**src/rtl/gfxIntPkg.sv**
```systemverilog
package gfxIntPkg;

  typedef enum logic [1:0] {
    SEL_STATUS = 2'd0,
    SEL_CLEAR  = 2'd1,
    SEL_MASK   = 2'd2,
    SEL_DISP   = 2'd3
  } regSel_e;

  typedef struct packed {
    logic    clearWr;
    logic    maskWr;
    logic    dispWr;
    logic    readEn;
    regSel_e readSel;
  } regStrobe_t;

endpackage

```
**src/rtl/gfxIntCtrl.sv**
```systemverilog
module gfxIntCtrl
  import gfxIntPkg::*;
#(
  parameter int ADDR_W = 4
) (
  input  logic              regWrite,
  input  logic              regRead,
  input  logic [ADDR_W-1:0] regAddr,
  output regStrobe_t        strb
);

  localparam int WORD_W = ADDR_W - 2;
  localparam logic [WORD_W-1:0] WORD_STATUS = WORD_W'(0);
  localparam logic [WORD_W-1:0] WORD_CLEAR  = WORD_W'(1);
  localparam logic [WORD_W-1:0] WORD_MASK   = WORD_W'(2);
  localparam logic [WORD_W-1:0] WORD_DISP   = WORD_W'(3);

  logic [WORD_W-1:0] wordIdx;
  logic [1:0]        unusedByteLane;
  logic              hitStatus, hitClear, hitMask, hitDisp;

  assign wordIdx        = regAddr[ADDR_W-1:2];
  assign unusedByteLane = regAddr[1:0];

  assign hitStatus = (wordIdx == WORD_STATUS);
  assign hitClear  = (wordIdx == WORD_CLEAR);
  assign hitMask   = (wordIdx == WORD_MASK);
  assign hitDisp   = (wordIdx == WORD_DISP);

  always_comb begin
    strb.clearWr = regWrite && hitClear;
    strb.maskWr  = regWrite && hitMask;
    strb.dispWr  = regWrite && hitDisp;
    strb.readEn  = regRead && (hitStatus || hitClear || hitMask || hitDisp);
    if (hitMask)       strb.readSel = SEL_MASK;
    else if (hitDisp)  strb.readSel = SEL_DISP;
    else if (hitClear) strb.readSel = SEL_CLEAR;
    else               strb.readSel = SEL_STATUS;
  end

endmodule

```
**src/rtl/gfxIntDatapath.sv**
```systemverilog
module gfxIntDatapath
  import gfxIntPkg::*;
#(
  parameter int SRC_PER_GRP = 4,
  parameter int DATA_W      = 32,
  parameter int VSYNC_IDX   = 1
) (
  input  logic                     clk,
  input  logic                     rstN,
  input  regStrobe_t               strb,
  input  logic [DATA_W-1:0]        wdata,
  input  logic [SRC_PER_GRP-1:0]   blitEvt,
  input  logic [SRC_PER_GRP-1:0]   outEvt,
  output logic [DATA_W-1:0]        rdata,
  output logic [2*SRC_PER_GRP-1:0] statusVec,
  output logic [2*SRC_PER_GRP-1:0] maskVec,
  output logic                     dispEn,
  output logic                     blitIrq,
  output logic                     outIrq
);

  localparam int NSRC = 2 * SRC_PER_GRP;

  logic [SRC_PER_GRP-1:0] outQual;
  logic [NSRC-1:0]        setVec;
  logic [NSRC-1:0]        clrVec;
  logic [DATA_W-1:0]      unusedWdata;

  assign unusedWdata = wdata;

  for (genvar i = 0; i < SRC_PER_GRP; i++) begin : g_outQual
    if (i == VSYNC_IDX) begin : g_vsync
      assign outQual[i] = outEvt[i] & dispEn;
    end else begin : g_plain
      assign outQual[i] = outEvt[i];
    end
  end

  assign setVec = {outQual, blitEvt};
  assign clrVec = strb.clearWr ? wdata[NSRC-1:0] : '0;

  for (genvar n = 0; n < NSRC; n++) begin : g_status
    always_ff @(posedge clk) begin
      if (!rstN)          statusVec[n] <= 1'b0;
      else if (setVec[n]) statusVec[n] <= 1'b1;
      else if (clrVec[n]) statusVec[n] <= 1'b0;
    end
  end

  always_ff @(posedge clk) begin
    if (!rstN) begin
      maskVec <= '0;
      dispEn  <= 1'b0;
    end else begin
      if (strb.maskWr) maskVec <= wdata[NSRC-1:0];
      if (strb.dispWr) dispEn  <= wdata[0];
    end
  end

  always_ff @(posedge clk) begin
    if (!rstN) begin
      blitIrq <= 1'b0;
      outIrq  <= 1'b0;
    end else begin
      blitIrq <= |(statusVec[SRC_PER_GRP-1:0] & maskVec[SRC_PER_GRP-1:0]);
      outIrq  <= |(statusVec[NSRC-1:SRC_PER_GRP] & maskVec[NSRC-1:SRC_PER_GRP]);
    end
  end

  always_comb begin
    rdata = '0;
    if (strb.readEn) begin
      unique case (strb.readSel)
        SEL_STATUS: rdata[NSRC-1:0] = statusVec;
        SEL_MASK:   rdata[NSRC-1:0] = maskVec;
        SEL_DISP:   rdata[0]        = dispEn;
        SEL_CLEAR:  rdata           = '0;
        default:    rdata           = '0;
      endcase
    end
  end

endmodule

```
**src/rtl/gfxIntGroupCtl.sv**
```systemverilog
module gfxIntGroupCtl
  import gfxIntPkg::*;
#(
  parameter int SRC_PER_GRP = 4,
  parameter int ADDR_W      = 4,
  parameter int DATA_W      = 32,
  parameter int VSYNC_IDX   = 1
) (
  input  logic                   clk,
  input  logic                   rstN,
  input  logic                   regWrite,
  input  logic                   regRead,
  input  logic [ADDR_W-1:0]      regAddr,
  input  logic [DATA_W-1:0]      regWdata,
  output logic [DATA_W-1:0]      regRdata,
  input  logic [SRC_PER_GRP-1:0] blitEvt,
  input  logic [SRC_PER_GRP-1:0] outEvt,
  output logic                   blitIrq,
  output logic                   outIrq
);

  localparam int NSRC = 2 * SRC_PER_GRP;

  regStrobe_t      strb;
  logic [NSRC-1:0] statusVec;
  logic [NSRC-1:0] maskVec;
  logic            dispEn;

  gfxIntCtrl #(.ADDR_W(ADDR_W)) u_ctrl (
    .regWrite (regWrite),
    .regRead  (regRead),
    .regAddr  (regAddr),
    .strb     (strb)
  );

  gfxIntDatapath #(
    .SRC_PER_GRP (SRC_PER_GRP),
    .DATA_W      (DATA_W),
    .VSYNC_IDX   (VSYNC_IDX)
  ) u_dp (
    .clk       (clk),
    .rstN      (rstN),
    .strb      (strb),
    .wdata     (regWdata),
    .blitEvt   (blitEvt),
    .outEvt    (outEvt),
    .rdata     (regRdata),
    .statusVec (statusVec),
    .maskVec   (maskVec),
    .dispEn    (dispEn),
    .blitIrq   (blitIrq),
    .outIrq    (outIrq)
  );

endmodule

```
**config.mk**
```make
export PLATFORM = sky130hd
export DESIGN_NAME = gfxIntGroupCtl
export DESIGN_NICKNAME = d
export VERILOG_FILES = /design/src/rtl/gfxIntPkg.sv /design/src/rtl/gfxIntCtrl.sv /design/src/rtl/gfxIntDatapath.sv /design/src/rtl/gfxIntGroupCtl.sv
export SDC_FILE = /design/constraint.sdc
export NUM_CORES = 1
export LEC_CHECK = 0
export BUFFER_PORTS_ARGS = -buffer_cell sky130_fd_sc_hd__buf_2
export CORE_ASPECT_RATIO = 1.75
export CORE_MARGIN = 8
export CORE_UTILIZATION = 35
export CTS_CLUSTER_DIAMETER = 100
export DETAILED_ROUTE_END_ITERATION = 8
export MAX_ROUTING_LAYER = met4
export PLACE_DENSITY_LB_ADDON = 0.25
export SLEW_MARGIN = 20
export SYNTH_ARGS = -nofsm -noshare
export SYNTH_HDL_FRONTEND = slang
export SYNTH_SLANG_ARGS = --single-unit
```
**constraint.sdc**
```tcl
create_clock -name clk -period 0.85 [get_ports clk]
set_input_delay 0.17 -clock clk [delete_from_list [all_inputs] [get_ports clk]]
set_output_delay 0.17 -clock clk [all_outputs]
set_load 0.02 [all_outputs]
```
==> results.py <==
metrics = {
    "clocking": {
        "clk_pin_slew_worst_paths_ns": 0.07,
        "cts-buffers-inserted": 3,
        "clock_path_buffers": 2,
        "htreeDepth": 1,
        "cts-hold-fix-buffers": 0,
        "clockRootBuffer": "clkbuf_8",
        "cts.sinks": 19,
        "clk_latency_ns": 0.25,
        "cts_tree": "yes",
    },
    "final_layout": {
        "stdcell_count": 228,
        "fin_util": 0.509,
        "antennaDiodeCount": 0,
        "syn2layout_area_growth_pct": 43.8,
        "num-fill-cells": 301,
        "drive_gt1_frac": 0.492,
        "layout.nets": 234,
        "regArea_um2": 402,
        "multi_input_area_um2": 596,
    },
    "drt": {
        "drt_iter0_drc": 6,
        "via_count": 997,
        "firstDrtPassIters": 3,
        "wire_per_inst_um": 12.4,
        "ant_nets": 0,
        "viasPerCell": 4.37,
        "wirelength_mm": 2.83,
        "drc": 0,
    },
    "yosys": {
        "synth.area.top_cells": "dfxtp_1, buf_4, mux2i_1",
        "yosys_warnings": 0,
        "yosys.area_share.simple": 0.116,
        "synth-xor-area-share": 0,
        "synth-compound-area-share": 0.143,
        "ys_seq_area_frac": 0.349,
        "synthAdderAreaFrac": 0,
        "postSynthCellCount": 129,
        "yosysMostFrequentCell": "buf_4",
        "avgSynthCellArea_um2": 8.44,
        "synth_top_area_share": 0.349,
        "synth_edf_count": 0,
        "yosys-mux-area-fraction": 0.156,
        "synth.distinct_cells": 19,
        "synth_common_cells": "buf_4, dfxtp_1, nand2_1",
        "yosysTopAreaCell": "dfxtp_1",
        "synth-main-ff-cell": "dfxtp_1",
        "synth.cell_area_um2": 1090,
        "synth_top_family_by_area": "buffers and inverters",
        "synthArstFlopShare": 0,
        "ys_ff_latch": 19,
    },
    "global_routing": {
        "top_usage_layer": "met2",
        "grt.overflow.total": 0,
        "grt_max_degree": 12,
        "grtUsageMet3": 0.0228,
        "grt_pass1_wl_mm": 4.68,
        "met1_usage": 0.117,
        "grt_antenna_before_repair": 0,
        "grt_use_met2": 0.197,
        "grt_usage": 0.114,
        "grt_pass1_vias": 1108,
    },
    "floorplanning": {
        "coreArea_um2": 3070,
        "rows": 27,
        "initial_core_util": 0.354,
        "die_h_um": 89.8,
        "die_w_um": 58.2,
        "design.die.area_um2": 5220,
        "ios": 82,
    },
    "outcome": {
        "violations": "negative setup slack",
        "status": "finished with violations",
    },
    "timing": {
        "fin_crit_sh": 1.41,
        "finalSetupTns_ns": -2.10,
        "skew_ns": 0.00629,
        "rsz0062_at_grt": "yes",
        "worst_slack_ns": -0.349,
        "setup_violations": 10,
        "fmax_mhz": 834,
        "maxSlewViolCount": 0,
        "finalCriticalPeriod_ns": 1.20,
        "hold_viol": 0,
    },
    "power_and_ir_drop": {
        "vdd_drop_max_v": 0.000898,
        "p_leak_nw": 0.766,
        "p_per_area_nw_per_um2": 1320,
    },
    "placement": {
        "port_buffers": 31,
        "dpl.hpwl_mm": 2.38,
        "gp_congestion": 0.810,
        "placedCellCount": 222,
    },
    "critical_path": {
        "cp.arrival_ns": 1.03,
        "required_ns": 0.68,
        "r2r_cells": 3,
        "crit_path_end_kind": "output pin",
        "critPathLaunchType": "register",
        "path_class": "register to output pin",
        "crit_fanout": 2,
    },
    "flow_run": {
        "maxCapViolCount": 0,
    },
    "min_path": {
        "hold_depth": 2,
        "worstHoldPathType": "primary input to register",
    },
}
layer usage:
layer	wire [um]	up-vias	part of all wire
met5	0	-	0
met2	1540	35	0.54
met4	41	0	0.014
li1	-	497	-
met1	1150	463	0.41
met3	100	2	0.035
critical path, cell delays in order, from the launching register on:
cell and delay, ns:
dfxtp_2 0.33, inv_2 0.04, o32ai_4 0.26, buf_6 0.15
flip-flops by register name, indices dropped and copies added, names as in the netlist:
signal,count
u_dp.blitIrq,1
u_dp.maskVec,8
u_dp.outIrq,1
u_dp.dispEn,1
u_dp.statusVec,8
stage by stage:
step / hold WS (ns) / setup slack, ns / power [mW] / cell area, um2
2_1_floorplan: 0.270 / -0.0719 / 1.32 / 1190
3_3_place_gp: 0.369 / -0.246 / 1.42 / 1400
3_5_place_dp: 0.378 / -0.289 / 1.43 / 1400
4_1_cts: 0.0946 / -0.367 / 2.07 / 1500
5_1_grt: 0.0970 / -0.388 / 2.19 / 1570
6_report: 0.103 / -0.349 / 2.07 / 1570
repair_timing:
item,in CTS,in global routing
buffers inserted,1,1
gates resized for setup,22,22
pin swaps,1,2
endpoints found under the setup margin,11,15
cell families (layout without fill, tap and decap cells):
| family | Yosys count | after routing |
|---|---|---|
| AOI/OAI and AO/OA | 23 | 23 |
| buffers and inverters | 39 | 72 |
| DFF | 19 | 19 |
| muxes | 17 | 17 |
| other | 1 | 24 |
| and+or+nand+nor | 30 | 30 |
layout make-up:
cell class / instances / share of cell area
Inverter: 9 / 0.0216
Clock buffer: 3 / 0.0264
Clock inverter: 1 / 0.00320
Sequential cell: 19 / 0.257
Timing Repair Buffer: 59 / 0.277
Tap cell: 43 / 0.0344
Multi-Input combinational cell: 94 / 0.380
where the power goes:
group / switching (mW) / total (mW) / internal (mW)
registers: 0.0262 / 0.968 / 0.941
logic: 0.281 / 0.497 / 0.216
clock network: 0.281 / 0.606 / 0.325
placed cells by master, fill, tap and decap left out, types with 3 or more instances in the layout:
cell type  synthesis  final
buf_2              4     21
buf_4             25     31
buf_6              1      5
a21oi_1            3      3
nor2_1             7      7
o21ai_0            7      5
dfxtp_2            0     17
clkbuf_8           0      3
nand2_1           19     18
a22oi_2            0      4
a31oi_1            7      7
conb_1             1     24
mux2i_1           17     16
inv_1              8      7
worst paths after layout:
| kind | start | end | slack [ns] |
|---|---|---|---|
| setup reg to reg | u_dp.dispEn | u_dp.statusVec[5] | 0.01 |
| setup / recovery | u_dp.statusVec[0] | regRdata[0] | -0.35 |
| hold reg to reg | u_dp.maskVec[7] | u_dp.maskVec[7] | 0.48 |
| hold / removal | regWdata[3] | u_dp.statusVec[3] | 0.10 |
Note: power is estimated with default switching activity, not from simulation.
